===== src/rtl/pwm_dither_ext.sv =====
module pwm_dither_ext #(
  parameter int BASE_W = 14,
  parameter int SUB_W  = 5,
  localparam int CODE_W = BASE_W + 2
) (
  input  logic              clk,
  input  logic              rst,
  input  logic [CODE_W-1:0] code_in,
  input  logic              code_valid,
  output logic              pwm_out,
  output logic              group_start,
  output logic [1:0]        frame_idx,
  output logic [SUB_W-1:0]  subframe_idx
);

  logic [BASE_W-1:0] cnt;
  logic [SUB_W-1:0]  sub;
  logic [1:0]        frm;
  logic [CODE_W-1:0] hold, cur;
  logic [CODE_W-1:0] hold_nxt;
  logic              inc;
  logic [BASE_W:0]   sum;
  logic [BASE_W-1:0] fcode;

  assign hold_nxt = code_valid ? code_in : hold;

  always_comb begin
    case (frm)
      2'd0: inc = 1'b0;
      2'd1: inc = cur[1];
      2'd2: inc = cur[1] | cur[0];
      default: inc = cur[1] & cur[0];
    endcase
  end

  assign sum   = {1'b0, cur[CODE_W-1:2]} + {{BASE_W{1'b0}}, inc};
  assign fcode = sum[BASE_W] ? {BASE_W{1'b1}} : sum[BASE_W-1:0];

  always_ff @(posedge clk) begin
    if (rst) begin
      cnt  <= '0;
      sub  <= '0;
      frm  <= '0;
      hold <= '0;
      cur  <= '0;
    end else begin
      hold <= hold_nxt;
      cnt  <= cnt + 1'b1;
      if (&cnt) begin
        sub <= sub + 1'b1;
        if (&sub) begin
          frm <= frm + 2'd1;
          if (&frm) cur <= hold_nxt;
        end
      end
    end
  end

  assign pwm_out      = cnt < fcode;
  assign group_start  = (cnt == '0) && (sub == '0) && (frm == 2'd0);
  assign frame_idx    = frm;
  assign subframe_idx = sub;

endmodule


===== config.mk =====
export PLATFORM = sky130hd
export DESIGN_NAME = pwm_dither_ext
export DESIGN_NICKNAME = d
export VERILOG_FILES = /design/src/rtl/pwm_dither_ext.sv
export SDC_FILE = /design/constraint.sdc
export NUM_CORES = 1
export LEC_CHECK = 0
export BUFFER_PORTS_ARGS = -buffer_cell sky130_fd_sc_hd__buf_2
export CAP_MARGIN = 25
export CELL_PAD_IN_SITES_DETAIL_PLACEMENT = 2
export CELL_PAD_IN_SITES_GLOBAL_PLACEMENT = 2
export CORE_MARGIN = 5
export CORE_UTILIZATION = 40
export CTS_CLUSTER_SIZE = 24
export DETAILED_ROUTE_END_ITERATION = 6
export PLACE_DENSITY = 0.9
export SLEW_MARGIN = 20
export SYNTH_ARGS = -nofsm -noshare
export SYNTH_HDL_FRONTEND = slang
export SYNTH_SLANG_ARGS = --single-unit

===== constraint.sdc =====
create_clock -name clk -period 7.2 [get_ports clk]
set_input_delay 0.36 -clock clk [delete_from_list [all_inputs] [get_ports clk]]
set_output_delay 0.36 -clock clk [all_outputs]
set_load 0.005 [all_outputs]

==> results of run 1 <==
routing by layer:
metal  wire length, µm  vias to the layer above  track usage
li1                  -                     1101            -
met4                65                        0       0.0385
met1              3270                     1140        0.207
met2              4320                       22        0.371
met3               181                        6       0.0295
met5                 0                        -            0
worst paths after layout:
check | start | end | slack, ns | cells after the start
worst max-delay path | frame_idx[0]$_SDFFE_PP0P_ | pwm_out | 2.53 | 17
worst min-delay path | code_in[1] | hold[1]$_SDFF_PP0_ | 0.33 | 3
worst max register to register | cnt[8]$_SDFF_PP0_ | subframe_idx[4]$_SDFFE_PP0P_ | 4.97 | 5
worst min register to register | hold[1]$_SDFF_PP0_ | hold[1]$_SDFF_PP0_ | 0.53 | 2
cells by family after synthesis:
kind of cell               share of synthesized area
xor gates and xnor gates                      0.0702
adders and majority gates                      0.100
AOI/OAI and AO/OA                             0.0319
muxes                                          0.156
DFF                                            0.370
and+or+nand+nor                                0.234
buffers and inverters                         0.0375
cells in the mapped netlist, types with 2 or more instances:
| cell | number | area (µm²) |
|---|---|---|
| nand4_1 | 11 | 68.8 |
| buf_1 | 2 | 7.51 |
| nor2b_1 | 15 | 93.8 |
| nor4b_1 | 2 | 17.5 |
| nor4_1 | 4 | 25.0 |
| ha_1 | 23 | 288 |
| nand3_1 | 15 | 75.1 |
| mux2i_1 | 23 | 230 |
| buf_6 | 2 | 22.5 |
| and3_1 | 3 | 18.8 |
| clkbuf_1 | 5 | 18.8 |
| o21ai_0 | 6 | 30.0 |
| mux2_4 | 10 | 150 |
| or2_2 | 3 | 18.8 |
| nand2b_1 | 4 | 25.0 |
| dfxtp_1 | 53 | 1060 |
| mux2_2 | 6 | 67.6 |
| xnor2_1 | 13 | 114 |
| nand2_1 | 13 | 48.8 |
| inv_1 | 9 | 33.8 |
| xor2_1 | 10 | 87.6 |
| a21oi_1 | 6 | 30.0 |
| nor2_1 | 59 | 221 |
sequential cells by signal, indices dropped and copies added, names as in the netlist:
signal / count
hold: 16
cur: 16
frame_idx: 2
cnt: 14
subframe_idx: 5
power breakdown:
| group | switching (mW) | internal (mW) |
|---|---|---|
| sequential | 0.00414 | 0.300 |
| combinational | 0.0193 | 0.0147 |
| clock | 0.110 | 0.0796 |
cells in the final DEF (no fill, tap or decap), types with 2 or more instances in the layout:
cell       n
nor4b_1    2
mux2_2     6
o21ai_0    6
buf_2     27
nand2b_1   4
xor2_1    10
and3_1     3
nor2_1    59
a21oi_1    6
xnor2_1   13
nor2b_1   15
nor4_1     4
mux2i_1   23
nand4_1   11
dfxtp_1   53
inv_1      9
ha_1      23
mux2_4    10
nand2_1   13
nand3_1   15
or2_2      3
clkbuf_8   6
tightest hold or removal path, stage by stage:
cell     delay, ns
buf_2         0.08
mux2i_1       0.06
nor2_1        0.11
layout make-up:
cell class                 count  area, µm²  share of cell area
sequential                    53       1060               0.337
multi-input combinational    236       1700               0.540
clock inverter                 2       16.3             0.00517
clock buffer                   6       82.6              0.0262
timing repair buffer          27        135              0.0429
inverter                       9       33.8              0.0107
tap                           96        120              0.0382
stage by stage:
| stage | hold slack (ns) | utilization | instances | setup WS [ns] |
|---|---|---|---|---|
| after global routing | 0.351 | 0.458 | 429 | 2.11 |
| after floorplan | 0.453 | - | 309 | 3.81 |
| after detailed placement | 0.504 | 0.444 | 421 | 2.96 |
| after global placement | 0.488 | 0.444 | 421 | 3.41 |
| final | 0.331 | 0.458 | 429 | 2.53 |
| after CTS | 0.332 | 0.458 | 429 | 2.46 |
==> impl_metrics.env, run 1 <==
export IMPL_num_vias=2269
export IMPL_slew_limit_headroom=0.351
export IMPL_cts_root_buf="clkbuf_8"
export IMPL_p_total_mw=0.527
export IMPL_clock_latency_ns=0.32
export IMPL_gp_congestion=0.776
export IMPL_design_area_um2=3150
export IMPL_drt_iter0_markers=55
export IMPL_critPathTopFamily="compound AO/OA/AOI/OAI gates"
export IMPL_timing_final_max_slew_violations=0
export IMPL_yosysSeqAreaShare=0.370
export IMPL_synth_flop_cell="dfxtp_1"
export IMPL_clock_sinks=53
export IMPL_cp_max_fo=9
export IMPL_clock_skew_ns=0.0149
export IMPL_die_w_um=94.7
export IMPL_post_route_drc_count=0
export IMPL_dpl_cell_area_um2=3050
export IMPL_cpMaxStageDelayCell="nor2_1"
export IMPL_wirelength_mm=7.84
export IMPL_io_buffers=27
export IMPL_crit_top_cell="ha_1"
export IMPL_slowest_delay_ns=0.51
export IMPL_nets=374
export IMPL_worst_path_buf_inv=2
export IMPL_worstPathArrival_ns=4.31
export IMPL_setup_tns_ns=0
export IMPL_antenna_cells=0
export IMPL_cts_htree_levels=2
export IMPL_finalHoldViolations=0
export IMPL_grt_usage=0.187
export IMPL_crit_path_start_kind="flop"
export IMPL_synth_cells=309
export IMPL_cp_end_kind="output pin"
export IMPL_cts_made_buffers=5
export IMPL_antenna_found_initial=0
export IMPL_die_area_um2=8960
export IMPL_first_pass_iters=4
export IMPL_core_area_um2=6870
export IMPL_first_global_vias=2642
export IMPL_fmax_mhz=214
export IMPL_peakVddDrop_v=0.0000933
export IMPL_syn_avg_cell_area_um2=9.28
export IMPL_start_util=0.417
export IMPL_maxCapViolCount=0
export IMPL_ys_ff_latch=53
export IMPL_status="complete, no violations"
export IMPL_synthesis_area_um2=2870
export IMPL_grt_pass1_wl_mm=13.1
export IMPL_hpwl_mm=5.77
export IMPL_die_h_um=94.7
export IMPL_viasPerCell=5.29
export IMPL_boundaryPins=28
export IMPL_cts_tree="built"
export IMPL_critPathKind="reg2out"
export IMPL_cp_data_required_time_ns=6.84
export IMPL_synthesis_nets=351
export IMPL_worst_pin_slew_ns=0.964
export IMPL_synth_edff_count=0
export IMPL_final_min_clock_period_ns=4.67
export IMPL_post_route_period_util=0.649
export IMPL_rows=30
export IMPL_async_flop_share=0
export IMPL_grt_max_degree=54
export IMPL_overflow=0
export IMPL_setup_viol=0
export IMPL_clk_pin_slew_ns=0.11
export IMPL_wl_per_cell_um=18.3
export IMPL_rsz0062_at_grt="no"
export IMPL_cellPowerDensity_nw_per_um2=168
export IMPL_cts_setup_buffers=0
export IMPL_ys_types=35
export IMPL_cts_max_path_buffers=2
export IMPL_p_leak_nw=1.36
export IMPL_crit_chain="inv_1, ha_1, nor2_1, o32ai_1, ha_1, ha_1, nand2_1, or2_2, nor2_1, nor2_1, ha_1, a21oi_1, o21ai_0, a221oi_1, o21ai_0, a31oi_1, buf_2"
export IMPL_drive_above_1_share=0.174
export IMPL_final_antenna_net_count=0
export IMPL_min_path_type="in2reg"
export IMPL_nFillCells=744
export IMPL_yosys_warnings=0
export IMPL_cts_resized=0
export IMPL_syn2layout_area_growth_pct=9.77
export IMPL_postCtsHoldBufs=0
(Power assumes the default switching activity.)
==> run 2, diff against run 1 <==
- CORE_UTILIZATION: 40 -> 33
- PLACE_DENSITY: 0.9 -> 0.8
- clock period: 7.2 -> 4.2 ns (I/O delays scaled with it)
==> run 2 against run 1 <==
Net effect:
- power increased by 63%
- global-route usage decreased by 5.0 points
- register-to-register slack got worse by 3.0 ns
- non-clock buffer count unchanged
- hold slack got worse by 0.15 ns
- sequential cell count unchanged
- sequential power increased by 71%
- routed wire length decreased by 14%
- sequential share of layout area decreased by 0.24 points
- clock power increased by 50%
- first-iteration DRC count decreased by 11%
- largest power group unchanged
- highest routed layer unchanged
==> impl_metrics.env, run 2 (same netlist as run 1, synthesis figures left out) <==
export IMPL_status="complete, no violations"
export IMPL_timing_final_max_slew_violations=0
export IMPL_cp_data_required_time_ns=3.99
export IMPL_hpwl_mm=5.19
export IMPL_layout_commonest_cell="nor2_1"
export IMPL_nFillCells=972
export IMPL_die_area_um2=10700
export IMPL_setup_tns_ns=0
export IMPL_seqPwrFrac=0.605
export IMPL_rrSetupSlack_ns=1.98
export IMPL_boundaryPins=28
export IMPL_nets=374
export IMPL_clock_sinks=53
export IMPL_core_area_um2=8590
export IMPL_grt_usage=0.137
export IMPL_gp_congestion=0.814
export IMPL_overflow=0
export IMPL_drt_met1_wl_mm=2.97
export IMPL_rsz0062_at_grt="no"
export IMPL_first_pass_iters=4
export IMPL_design_area_um2=3170
export IMPL_p_switching_mw=0.202
export IMPL_fmax_mhz=263
export IMPL_wl_per_cell_um=15.4
export IMPL_critPathKind="reg2out"
export IMPL_setup_viol=0
export IMPL_clock_latency_ns=0.30
export IMPL_cp_end_kind="output pin"
export IMPL_die_w_um=103
export IMPL_rows=34
export IMPL_cts_root_buf="clkbuf_8"
export IMPL_peakVddDrop_v=0.000102
export IMPL_antenna_found_initial=0
export IMPL_final_antenna_net_count=0
export IMPL_setup_slack_ns=0.402
export IMPL_first_global_vias=2389
export IMPL_post_place_ws_ns=0.387
export IMPL_min_path_type="in2reg"
export IMPL_top_layer="met4"
export IMPL_power_internal_mw=0.657
export IMPL_crit_path_start_kind="flop"
export IMPL_finalHoldViolations=0
export IMPL_clock_skew_ns=0.00865
export IMPL_post_route_period_util=0.904
export IMPL_routed_wl_met3_um=117
export IMPL_cts_made_buffers=5
export IMPL_reg_largest_list="cur (16), hold (16), cnt (14)"
export IMPL_layout_common_cells="nor2_1 (56), dfxtp_1 (53), buf_2 (27)"
export IMPL_worstPathArrival_ns=3.59
export IMPL_cts_tree="built"
export IMPL_cp_max_fo=4
export IMPL_antenna_cells=0
export IMPL_final_min_clock_period_ns=3.80
export IMPL_num_vias=2197
export IMPL_postCtsHoldBufs=0
export IMPL_cellPowerDensity_nw_per_um2=271
export IMPL_die_h_um=103
export IMPL_p_leak_nw=1.34
export IMPL_start_util=0.334
export IMPL_io_buffers=27
export IMPL_clock_power_share=0.329
export IMPL_comb_power_share=0.066
export IMPL_dpl_cell_area_um2=3060
export IMPL_netSwitchingFraction=0.235
export IMPL_grt_pass1_wl_mm=11.6
export IMPL_slew_limit_headroom=0.327
export IMPL_cts_htree_levels=2
export IMPL_cts_max_path_buffers=2
export IMPL_syn2layout_area_growth_pct=10.6
export IMPL_drive_above_1_share=0.183
export IMPL_post_route_drc_count=0
export IMPL_wirelength_mm=6.77
export IMPL_clk_pin_slew_ns=0.09
export IMPL_drt_iter0_markers=49
export IMPL_maxCapViolCount=0
export IMPL_worst_pin_slew_ns=1.00
export IMPL_wl_met2_mm=3.60
export IMPL_final_core_util=0.369
export IMPL_viasPerCell=4.98
export IMPL_grt_max_degree=54
## run 2: layout make-up
class / count / area [µm²] / share of cell area
inverter: 9 / 33.8 / 0.0107
clock inverter: 1 / 7.51 / 0.00237
tap: 108 / 135 / 0.0426
clock buffer: 7 / 76.3 / 0.0241
multi-input combinational: 236 / 1720 / 0.543
timing repair buffer: 27 / 135 / 0.0426
sequential: 53 / 1060 / 0.335
## run 2: per-layer routing
| layer | vias up | GRT usage |
|---|---|---|
| met5 | - | 0 |
| li1 | 1103 | - |
| met3 | 6 | 0.0221 |
| met1 | 1073 | 0.169 |
| met4 | 0 | 0.0388 |
| met2 | 15 | 0.247 |
## run 2: power groups by stage
stage          logic [mW]  registers [mW]  clock network [mW]
4_1_cts            0.0591           0.521               0.299
5_1_grt            0.0654           0.522               0.315
2_1_floorplan      0.0379           0.530                   0
3_3_place_gp       0.0557           0.532                   0
3_5_place_dp       0.0585           0.532                   0
6_report           0.0567           0.520               0.283
## run 2: per-stage QoR
step	power, mW	hold WS (ns)	std cells
after floorplan	0.568	0.388	309
after global placement	0.587	0.488	433
after detailed placement	0.591	0.498	433
after CTS	0.878	0.184	441
after global routing	0.903	0.216	441
final	0.860	0.183	441
## run 2: repair_timing
item / in CTS / in global routing
resized for setup: 0 / 6
endpoints found under the setup margin: 0 / 1
setup buffers: 0 / 0
## run 2: critical path, stage by stage (launching register included)
cell and delay (ns):
dfxtp_1 0.36, inv_1 0.14, ha_1 0.19, nor2_1 0.06, o32ai_2 0.22, ha_1 0.21, ha_1 0.18, nand2_1 0.11
or2_2 0.33, o21ai_0 0.21, mux2i_1 0.13, ha_1 0.31, nand4_1 0.10, nor3_1 0.08, a221oi_1 0.25, o21ai_0 0.12
a31oi_1 0.15, buf_2 0.14
## run 2: path summary, 6_finish.rpt
| check | cells after the start | from | to |
|---|---|---|---|
| min | 3 | code_in[0] | hold[0]$_SDFF_PP0_ |
| max reg2reg | 5 | cnt[8]$_SDFF_PP0_ | subframe_idx[3]$_SDFFE_PP0P_ |
| min reg2reg | 2 | hold[0]$_SDFF_PP0_ | hold[0]$_SDFF_PP0_ |
| max | 17 | frame_idx[0]$_SDFFE_PP0P_ | pwm_out |
==> run 3, diff against run 2 <==
- ABC_CLOCK_PERIOD_IN_PS: not set -> 4200
- BUFFER_PORTS_ARGS: -buffer_cell sky130_fd_sc_hd__buf_2 -> -buffer_cell sky130_fd_sc_hd__clkbuf_2
- SKIP_CTS_REPAIR_TIMING: not set -> 1
==> run 3 against run 2 <==
Net effect:
- clock-buffer cell count unchanged
- sequential cell count stayed put
- final area grew 2.5%
- register-to-register slack improved by 0.15 ns
- largest cell class unchanged
==> impl_metrics.env, run 3 (same netlist as run 1, synthesis figures left out) <==
export IMPL_status="complete, no violations"
export IMPL_die_area_um2=10700
export IMPL_maxCapViolCount=0
export IMPL_grt_pass1_wl_mm=12.5
export IMPL_p_leak_nw=1.39
export IMPL_clock_sinks=53
export IMPL_grt_max_degree=36
export IMPL_first_pass_iters=4
export IMPL_peakVddDrop_v=0.000138
export IMPL_worst_pin_slew_ns=0.543
export IMPL_cts_htree_levels=2
export IMPL_antenna_found_initial=0
export IMPL_final_core_util=0.378
export IMPL_crit_start="frame_idx[0]$_SDFFE_PP0P_"
export IMPL_dpl_cell_count=434
export IMPL_grt_usage=0.148
export IMPL_design_area_um2=3250
export IMPL_p_total_mw=0.909
export IMPL_post_route_period_util=0.935
export IMPL_wl_per_cell_um=16.4
export IMPL_viasPerCell=5.00
export IMPL_die_h_um=103
export IMPL_antenna_cells=0
export IMPL_worstPathArrival_ns=3.72
export IMPL_r2r_start="subframe_idx[0]$_SDFFE_PP0P_"
export IMPL_rows=34
export IMPL_cp_end_kind="output pin"
export IMPL_syn2layout_area_growth_pct=13.3
export IMPL_cp_max_fo=7
export IMPL_die_w_um=103
export IMPL_cp_data_required_time_ns=3.99
export IMPL_clock_skew_ns=0.0170
export IMPL_io_buffers=27
export IMPL_final_min_clock_period_ns=3.93
export IMPL_critPathKind="reg2out"
export IMPL_clk_pin_slew_ns=0.10
export IMPL_layout_common_cells="nor2_1 (56), dfxtp_1 (53), clkbuf_2 (28)"
export IMPL_cts_tree="built"
export IMPL_min_path_type="in2reg"
export IMPL_final_antenna_net_count=0
export IMPL_reg_largest_list="cur (16), hold (16), cnt (14)"
export IMPL_crit_top_cell="ha_1"
export IMPL_post_place_ws_ns=0.332
export IMPL_cts_root_buf="clkbuf_8"
export IMPL_hpwl_mm=5.36
export IMPL_timing_final_max_slew_violations=0
export IMPL_core_area_um2=8590
export IMPL_crit_chain="inv_1, ha_1, nor2_1, o32ai_2, ha_2, ha_1, nand2_1, or2_2, nor2_4, buf_4, a21oi_1, ha_1, a21oi_1, o21ai_0, a221oi_1, o21ai_0, a31oi_1, clkbuf_2"
export IMPL_boundaryPins=28
export IMPL_first_global_vias=2547
export IMPL_cpMaxStageDelayCell="dfxtp_1"
export IMPL_slowest_delay_ns=0.36
export IMPL_start_util=0.334
export IMPL_fin_hold_ws_ns=0.186
export IMPL_cts_made_buffers=5
export IMPL_setup_tns_ns=0
export IMPL_clock_latency_ns=0.31
export IMPL_cts_max_path_buffers=2
export IMPL_wirelength_mm=7.30
export IMPL_num_vias=2232
export IMPL_slew_limit_headroom=0.638
export IMPL_finalNonFillerCells=446
export IMPL_nFillCells=966
export IMPL_hold_path_startpoint="code_in[1]"
export IMPL_setup_slack_ns=0.274
export IMPL_fmax_mhz=255
export IMPL_setup_viol=0
export IMPL_crit_path_start_kind="flop"
export IMPL_gp_congestion=0.812
export IMPL_overflow=0
export IMPL_drive_above_1_share=0.204
export IMPL_post_route_drc_count=0
export IMPL_cellPowerDensity_nw_per_um2=280
export IMPL_nets=379
export IMPL_dpl_cell_area_um2=3080
export IMPL_layout_commonest_cell="nor2_1"
export IMPL_finalHoldViolations=0
export IMPL_drt_iter0_markers=39
run 3: cell types whose count changed in the layout (fill, tap and decap cells not counted), sizes merged:
cell,delta
buf,-23
clkinvlp,-1
clkbuf,+28
inv,+1
run 3: path summary, 6_finish.rpt:
kind                          endpoint  slack (ns)  cells after the start
setup / recovery               pwm_out        0.27                     18
hold / removal      hold[1]$_SDFF_PP0_        0.19                      3
setup reg to reg  cur[14]$_SDFFE_PP0P_        2.13                      5
hold reg to reg      cnt[0]$_SDFF_PP0_        0.52                      1
run 3: worst max-delay path: cells and delay by family (launching register included):
family	cells	cell delay, ns
buffers and inverters	3	0.44
DFF	1	0.36
AOI/OAI and AO/OA	7	1.06
and+or+nand+nor	4	0.74
adders and majority gates	4	0.81
run 3: per-layer routing:
metal	vias up	wire (µm)	share of wire	track usage
met1	1100	3160	0.43	0.178
li1	1112	-	-	-
met4	0	68	0.0093	0.0388
met3	4	109	0.015	0.0174
met2	16	3960	0.54	0.276
met5	-	0	0	0
run 3: cell type report:
cell class | instances | area (µm²) | area share
timing repair buffer | 32 | 183 | 0.0562
multi-input combinational | 236 | 1730 | 0.533
clock inverter | 1 | 8.76 | 0.00270
sequential | 53 | 1060 | 0.327
tap | 108 | 135 | 0.0416
clock buffer | 7 | 96.3 | 0.0296
inverter | 9 | 33.8 | 0.0104
run 3: report_power, final:
group / switching (mW) / internal (mW)
Clock: 0.175 / 0.153
Combinational: 0.0328 / 0.0274
Sequential: 0.00695 / 0.514
